**src/rtl/burst_col_pkg.sv**
```systemverilog
package burst_col_pkg;

  // Strobes sent from the control to the datapath each cycle
  typedef struct packed {
    logic loadStart;  // capture start column and ordering, zero the beat index
    logic advance;    // move to the next beat
  } dpStrobe_t;

  // Mode word field positions
  localparam int LEN_LSB   = 0;
  localparam int LEN_MSB   = 2;
  localparam int TYPE_BIT  = 3;
  localparam int SWR_BIT   = 9;

  // Length code values
  localparam logic [2:0] LEN_FULL = 3'b111;

endpackage

```
**src/rtl/burst_mode_reg.sv**
```systemverilog
module burst_mode_reg
  import burst_col_pkg::*;
#(
  parameter int COL_W  = 8,
  parameter int MODE_W = 12
) (
  input  logic              clk,
  input  logic              rstN,
  input  logic              modeLoad,
  input  logic [MODE_W-1:0] modeWord,
  output logic [COL_W-1:0]  modeMask,
  output logic              modeFull,
  output logic              modeIlv,
  output logic              modeSingleWr,
  output logic              modeErr
);

  logic [2:0]       lenCode;
  logic             ilvBit;
  logic [COL_W-1:0] decMask;
  logic             decFull;
  logic             decErr;

  // Bits with no meaning to this block
  logic unusedModeBits;
  assign unusedModeBits = ^{modeWord[MODE_W-1:SWR_BIT+1], modeWord[SWR_BIT-1:TYPE_BIT+1]};

  assign lenCode = modeWord[LEN_MSB:LEN_LSB];
  assign ilvBit  = modeWord[TYPE_BIT];

  always_comb begin
    decMask = '0;
    decFull = 1'b0;
    decErr  = 1'b0;
    case (lenCode)
      3'd0, 3'd1, 3'd2, 3'd3: decMask = (COL_W'(1) << lenCode) - COL_W'(1);
      LEN_FULL: begin
        if (ilvBit) begin
          decErr = 1'b1;
        end else begin
          decMask = '1;
          decFull = 1'b1;
        end
      end
      default: decErr = 1'b1;
    endcase
  end

  always_ff @(posedge clk or negedge rstN) begin
    if (!rstN) begin
      modeMask     <= '0;
      modeFull     <= 1'b0;
      modeIlv      <= 1'b0;
      modeSingleWr <= 1'b0;
      modeErr      <= 1'b0;
    end else if (modeLoad) begin
      modeMask     <= decMask;
      modeFull     <= decFull;
      modeIlv      <= ilvBit;
      modeSingleWr <= modeWord[SWR_BIT];
      modeErr      <= decErr;
    end
  end

endmodule

```
**src/rtl/burst_ctrl.sv**
```systemverilog
module burst_ctrl
  import burst_col_pkg::*;
#(
  parameter int COL_W = 8
) (
  input  logic             clk,
  input  logic             rstN,
  input  logic             startReq,
  input  logic             startIsWrite,
  input  logic             stopReq,
  input  logic [COL_W-1:0] modeMask,
  input  logic             modeFull,
  input  logic             modeSingleWr,
  output dpStrobe_t        strobe,
  output logic [COL_W-1:0] burstMask,
  output logic             active,
  output logic             lastBeat
);

  logic [COL_W-1:0] beatsLeft;
  logic             fullRun;
  logic             shortWrite;
  logic [COL_W-1:0] effMask;
  logic             effFull;

  assign shortWrite = startIsWrite & modeSingleWr;
  assign effMask    = shortWrite ? '0 : modeMask;
  assign effFull    = ~shortWrite & modeFull;

  assign lastBeat         = active & ~fullRun & (beatsLeft == '0);
  assign strobe.loadStart = startReq;
  assign strobe.advance   = active & ~startReq & ~stopReq & ~lastBeat;

  always_ff @(posedge clk or negedge rstN) begin
    if (!rstN) begin
      active    <= 1'b0;
      fullRun   <= 1'b0;
      burstMask <= '0;
      beatsLeft <= '0;
    end else if (startReq) begin
      active    <= 1'b1;
      fullRun   <= effFull;
      burstMask <= effMask;
      beatsLeft <= effMask;
    end else if (active && (stopReq || lastBeat)) begin
      active    <= 1'b0;
    end else if (strobe.advance && !fullRun) begin
      beatsLeft <= beatsLeft - COL_W'(1);
    end
  end

endmodule

```
**src/rtl/burst_addr_dp.sv**
```systemverilog
module burst_addr_dp
  import burst_col_pkg::*;
#(
  parameter int COL_W = 8
) (
  input  logic             clk,
  input  logic             rstN,
  input  dpStrobe_t        strobe,
  input  logic [COL_W-1:0] startCol,
  input  logic             modeIlv,
  input  logic [COL_W-1:0] burstMask,
  output logic [COL_W-1:0] beatCol
);

  logic [COL_W-1:0] baseR;
  logic [COL_W-1:0] beatIdx;
  logic             ilvR;
  logic [COL_W-1:0] offCol;

  always_ff @(posedge clk or negedge rstN) begin
    if (!rstN) begin
      baseR   <= '0;
      beatIdx <= '0;
      ilvR    <= 1'b0;
    end else if (strobe.loadStart) begin
      baseR   <= startCol;
      beatIdx <= '0;
      ilvR    <= modeIlv;
    end else if (strobe.advance) begin
      beatIdx <= beatIdx + COL_W'(1);
    end
  end

  // The carry out of the block is cut by the per-bit select below
  assign offCol = ilvR ? (baseR ^ beatIdx) : (baseR + beatIdx);

  for (genvar b = 0; b < COL_W; b++) begin : g_colBit
    assign beatCol[b] = burstMask[b] ? offCol[b] : baseR[b];
  end

endmodule

```
**src/rtl/burst_col_gen.sv**
```systemverilog
module burst_col_gen
  import burst_col_pkg::*;
#(
  parameter int COL_W  = 8,
  parameter int MODE_W = 12
) (
  input  logic              clk,
  input  logic              rstN,
  input  logic              modeLoad,
  input  logic [MODE_W-1:0] modeWord,
  input  logic              startReq,
  input  logic              startIsWrite,
  input  logic [COL_W-1:0]  startCol,
  input  logic              stopReq,
  output logic [COL_W-1:0]  colAddr,
  output logic              colValid,
  output logic              lastBeat,
  output logic              modeErr
);

  logic [COL_W-1:0] modeMask;
  logic             modeFull;
  logic             modeIlv;
  logic             modeSingleWr;
  dpStrobe_t        strobe;
  logic [COL_W-1:0] burstMask;
  logic [COL_W-1:0] beatCol;

  burst_mode_reg #(.COL_W(COL_W), .MODE_W(MODE_W)) u_mode (
    .clk(clk), .rstN(rstN), .modeLoad(modeLoad), .modeWord(modeWord),
    .modeMask(modeMask), .modeFull(modeFull), .modeIlv(modeIlv),
    .modeSingleWr(modeSingleWr), .modeErr(modeErr)
  );

  burst_ctrl #(.COL_W(COL_W)) u_ctrl (
    .clk(clk), .rstN(rstN), .startReq(startReq), .startIsWrite(startIsWrite),
    .stopReq(stopReq), .modeMask(modeMask), .modeFull(modeFull),
    .modeSingleWr(modeSingleWr), .strobe(strobe), .burstMask(burstMask),
    .active(colValid), .lastBeat(lastBeat)
  );

  burst_addr_dp #(.COL_W(COL_W)) u_dp (
    .clk(clk), .rstN(rstN), .strobe(strobe), .startCol(startCol),
    .modeIlv(modeIlv), .burstMask(burstMask), .beatCol(beatCol)
  );

  assign colAddr = colValid ? beatCol : '0;

endmodule

```
**config.mk**
```make
export PLATFORM = sky130hd
export DESIGN_NAME = burst_col_gen
export DESIGN_NICKNAME = d
export VERILOG_FILES = /design/src/rtl/burst_col_pkg.sv /design/src/rtl/burst_mode_reg.sv /design/src/rtl/burst_ctrl.sv /design/src/rtl/burst_addr_dp.sv /design/src/rtl/burst_col_gen.sv
export SDC_FILE = /design/constraint.sdc
export NUM_CORES = 1
export LEC_CHECK = 0
export BUFFER_PORTS_ARGS = -buffer_cell sky130_fd_sc_hd__buf_2
export CAP_MARGIN = 0
export CORE_UTILIZATION = 45
export CTS_BUF_LIST = sky130_fd_sc_hd__clkbuf_8
export DETAILED_ROUTE_END_ITERATION = 10
export HOLD_SLACK_MARGIN = 0.12
export PLACE_DENSITY = 0.63
export SETUP_SLACK_MARGIN = 0.2
export SYNTH_ARGS = -nofsm -noshare
export SYNTH_HDL_FRONTEND = slang
export SYNTH_SLANG_ARGS = --single-unit
```
**constraint.sdc**
```tcl
create_clock -name clk -period 3.2 [get_ports clk]
set_clock_uncertainty 0.05 [all_clocks]
set_input_delay 0.16 -clock clk [delete_from_list [all_inputs] [get_ports clk]]
set_output_delay 0.16 -clock clk [all_outputs]
set_load 0.02 [all_outputs]
```
Word-level counts from Yosys, hierarchy flattened --
Cells that the tools add are included.
Operators by class: add/sub/neg operators 4, equal/unequal tests 5, shifts and indexed selects 1, muxes and demuxes 24, bitwise operators 13, reductions and logical operators 11
Operators by type and width (number):
- $mux 8 | 9
- $pmux 8 s2 | 1
- $mux 1 | 13
- $add 8x1->8 const B | 1
- $add 8x8->8 | 1
- $logic_not 8->1 | 1
- $shl 1x3->8 const A | 1
- $sub 8x1->8 const B | 1
- $sub 8x2->8 const B | 1
- $xor 8x8->8 | 1
- $and 1x1->1 | 7
- $eq 3x2->1 const B | 2
- $reduce_bool 2->1 | 3
- $not 1->1 | 5
- $reduce_or 4->1 | 1
- $eq 3x1->1 const B | 1
- $eq 3x3->1 const B | 1
- $logic_not 3->1 | 1
- $logic_and 1x1->1 | 2
- $ne 2x2->1 const B | 1
- $pmux 1 s2 | 1
- $reduce_and 2->1 | 1
- $logic_not 1->1 | 1
- $logic_or 1x1->1 | 1
Storage, ports and cells: bits in registers 47, bits of input ports 26, output and inout bits 11, word-level logic and storage cells 70

Depth between registers and ports, before layout --
depth after elaboration 9, depth in mapped cells 7, mapped depth without buffers 7

Hierarchy --
From an unflattened synthesis, not the netlist that was laid out.
Second synthesis, totals: cell total of the unflattened synthesis 252, area, all modules 2567.5 µm²
By module, submodules not included:
- burst_addr_dp | times used 1, cells each 105, area each 1084.8 µm², sequential area each 425.4 µm²
- burst_ctrl | times used 1, cells each 94, area each 943.4 µm², sequential area each 450.4 µm²
- burst_mode_reg | times used 1, cells each 45, area each 489.2 µm², sequential area each 300.3 µm²
- burst_col_gen | times used 1, cells each 8, area each 50.0 µm², sequential area each 0.0 µm²

Worst setup path before layout --
Ideal clock, no wire load.
path kind flip-flop to output port, from reg u_dp.beatIdx[4], to out colAddr[5], data arrival time 1.964 ns, data required time 2.990 ns, slack 1.026 ns, stages on the path, launching flop included 6, path buffers 0, path through dfrtp_1 > ha_1 > o211ai_1 > o21a_1 > or3_1 > a311oi_1
Between the ends: cells in the longest elaborated chain, start to end 4
Ends and longest elaborated chain:
- start: declaration | RTL line burst_addr_dp.sv:16 | logic [COL_W-1:0] beatIdx;
- start signal: assignment | RTL line burst_addr_dp.sv:30 | beatIdx <= beatIdx + COL_W'(1);
- $add 8x8->8 | RTL line burst_addr_dp.sv:35 | assign offCol = ilvR ? (baseR ^ beatIdx) : (baseR + beatIdx);
- $mux 8 | RTL line burst_addr_dp.sv:35
- $mux 1 | RTL line burst_addr_dp.sv:38 | assign beatCol[b] = burstMask[b] ? offCol[b] : baseR[b];
- $mux 8 | RTL line burst_col_gen.sv:47 | assign colAddr = colValid ? beatCol : '0;
- end: declaration | RTL line burst_col_gen.sv:15 | output logic [COL_W-1:0] colAddr,
No other way between the ends.

Worst setup path after layout --
from reg u_dp.beatIdx[0], to out colAddr[6]
The elaborated chain is that of the path after synthesis.

==> impl_metrics.env <==
export IMPL_path_cells="ha_1 > fa_1 > nand3_1 > a21oi_1 > a221oi_1 > xor2_1 > a21oi_1 > buf_2"
export IMPL_slew_headroom_pct=29.3
export IMPL_hold_violations=0
export IMPL_drc=0
export IMPL_cts_root_buffer="clkbuf_8"
export IMPL_final_common_cell="dfrtp_1"
export IMPL_p_leak_nw=1.38
export IMPL_drive_above_1_share_pct=19.4
export IMPL_grt_first_pass_wirelength_um=9330
export IMPL_critPathMaxFanout=5
export IMPL_timing_setup_tns_ns=0
export IMPL_antennaDiodeCount=0
export IMPL_cts_buffers=5
export IMPL_powerDensity_nw_per_um2=516
export IMPL_vdd_ir_drop_max_uv=302
export IMPL_pin_count=37
export IMPL_avgRoutedWirePerCell_um=14.4
export IMPL_design_core_area_sq_um=5470
export IMPL_startpoint_type="flip-flop"
export IMPL_cts_htree_levels=2
export IMPL_setup_viol=0
export IMPL_ys_types=51
export IMPL_syn_nets=295
export IMPL_crit_slowest_cell="dfrtp_1"
export IMPL_clk_pin_slew_worst_paths_ns=0.09
export IMPL_die_h_um=77.3
export IMPL_synth_top_cell_area_share_pct=46.1
export IMPL_fin_crit_sh_pct=79.4
export IMPL_arrival_ns=2.33
export IMPL_place_port_buffers=29
export IMPL_synth_area_sq_um=2550
export IMPL_grt_max_degree=48
export IMPL_fin_cells=371
export IMPL_dieArea_sq_um=5980
export IMPL_grt_pass1_vias=1953
export IMPL_cpLargestDelayFamily="adder cells"
export IMPL_first_pass_iters=4
export IMPL_vias=1962
export IMPL_post_route_min_period_ns=2.54
export IMPL_critPathBufInv=1
export IMPL_status="completed"
export IMPL_die_w_um=77.3
export IMPL_yosysTopAreaCell="dfrtp_1"
export IMPL_gp_congestion=0.806
export IMPL_cts_tree="done"
export IMPL_yosysSeqAreaShare_pct=46.1
export IMPL_yosysWarnings=0
export IMPL_end_kind="output pin"
export IMPL_insertion_delay_ns=0.30
export IMPL_synthArstFlopShare_pct=100
export IMPL_slew_viol_final=0
export IMPL_synth_edff_count=0
export IMPL_vias_per_cell=5.29
export IMPL_nNetsFinal=335
export IMPL_worstPathRequired_ns=2.99
export IMPL_clockBufferDepth=2
export IMPL_synth_area_leaders="dfrtp_1, o21ai_0, ha_1"
export IMPL_drt_wl_total_um=5350
export IMPL_rsz0062_at_grt="false"
export IMPL_grt_total_usage_pct=19.9
export IMPL_worst_pin_slew_ns=1.06
export IMPL_cpPeakStageDelay_ns=0.45
export IMPL_syn_inst=258
export IMPL_hpwl_um=3720
export IMPL_fmax_mhz=394
export IMPL_std_cell_rows=27
export IMPL_utilization_pct=54.9
export IMPL_gr_total_overflow=0
export IMPL_hp_class="in -> reg"
export IMPL_max_cap_viol_count=0
export IMPL_dp_cells=351
export IMPL_start_util_pct=46.7
export IMPL_crit_top_cell="a21oi_1"
export IMPL_synth_area_per_cell_sq_um=9.90
export IMPL_worst_setup_path_type="reg -> out"
export IMPL_clock_sink_count=47
export IMPL_area_growth_pct=17.6
export IMPL_final_cell_mix="dfrtp_1, buf_2, o21ai_0"
export IMPL_final_antenna_net_count=0
export IMPL_yosys_register_bits=47
export IMPL_fillers=493
export IMPL_grt_antenna_before_repair=0
export IMPL_drt_iter0_drc=90
export IMPL_ys_flop_type="dfrtp_1"
through the flow:
stage	setup WS [ns]	hold slack [ns]	cell area, sq um	power (mW)
floorplan	1.03	-0.186	2550	0.938
global placement	1.03	0.341	2750	1.02
detailed placement	1.00	0.348	2750	1.03
CTS	0.656	0.124	3000	1.56
global route	0.434	0.137	3000	1.62
finish	0.661	0.131	3000	1.55
registers in the layout (all words and copies together), names as in the netlist:
signal / count
u_ctrl.active: 1
u_ctrl.beatsLeft: 8
u_ctrl.burstMask: 8
u_ctrl.fullRun: 1
u_dp.baseR: 8
u_dp.beatIdx: 8
u_dp.ilvR: 1
u_mode.modeErr: 1
u_mode.modeFull: 1
u_mode.modeIlv: 1
u_mode.modeMask: 8
u_mode.modeSingleWr: 1
synth_stat cells, types with 2 or more instances:
master    instances
a211o_1           2
a211oi_1          4
a21boi_2          2
a21o_1            3
a21oi_1          14
a31oi_1           2
clkbuf_1          6
dfrtp_1          47
ha_1             10
inv_1            22
mux2_2           11
mux2i_1           3
nand2_1          23
nand3_1           5
nand3b_1          2
nand4_1           3
nor2_1           19
nor2b_1           2
nor3_1            2
nor3b_1           2
o21a_1            4
o21ai_0          28
or3_1             2
xnor2_1           4
xor2_1           10
final timing paths:
path                                      from            endpoint  slack [ns]  cells after the start
min in group asynchronous                 rstN       u_dp.baseR[3]        0.52                      2
max in group asynchronous                 rstN  u_mode.modeMask[5]        1.91                      2
min reg2reg                     u_mode.modeIlv      u_mode.modeIlv        0.48                      1
max reg2reg                u_ctrl.beatsLeft[0]     u_dp.beatIdx[3]        1.24                      7
min                                modeWord[1]  u_mode.modeMask[0]        0.13                      3
max                            u_dp.beatIdx[0]          colAddr[6]        0.66                      8
where the power goes:
group / switching [mW] / leakage (nW) / internal, mW
sequential: 0.0632 / 0.608 / 0.645
combinational: 0.179 / 0.703 / 0.146
clock: 0.207 / 0.0695 / 0.309
cell families (layout without fill, tap and decap cells):
family          after synthesis  in the layout  synth area share (%)
xor+xnor                     14             14                  4.80
compound gates               70             70                  17.8
mux                          14             14                  6.03
fa+ha+maj                    11             11                  5.68
flops                        47             47                  46.1
buf+inv                      31             72                  5.00
simple gates                 71             71                  14.6
layout make-up:
class / instances / area, sq um / area share [%]
sequential: 47 / 1180 / 39.2
timing repair buffer: 41 / 265 / 8.83
clock buffer: 5 / 68.8 / 2.29
clock inverter: 3 / 63.8 / 2.13
tap: 72 / 90.1 / 3.00
inverter: 23 / 88.8 / 2.96
multi-input combinational: 180 / 1250 / 41.6
worst register-to-register path: stages, from the launching register on:
cell and delay [ns]:
dfrtp_1 0.42, inv_1 0.08, ha_1 0.23, nor4b_4 0.15, a31oi_1 0.46, nand4_1 0.20
xor2_1 0.18, nor2_1 0.05
layer usage:
layer | share of wire (%) | global-route usage [%]
met1 | 49 | 26.5
met4 | 1.5 | 6.23
met3 | 3.3 | 4.00
met2 | 46 | 32.7
met5 | 0 | 0
what timing repair did:
item	CTS	global route
setup buffers	0	0
endpoints found under the hold margin	58	0
hold buffers	12	0
setup endpoints to repair	0	0
resized for setup	0	0
(Power assumes the default switching activity.)
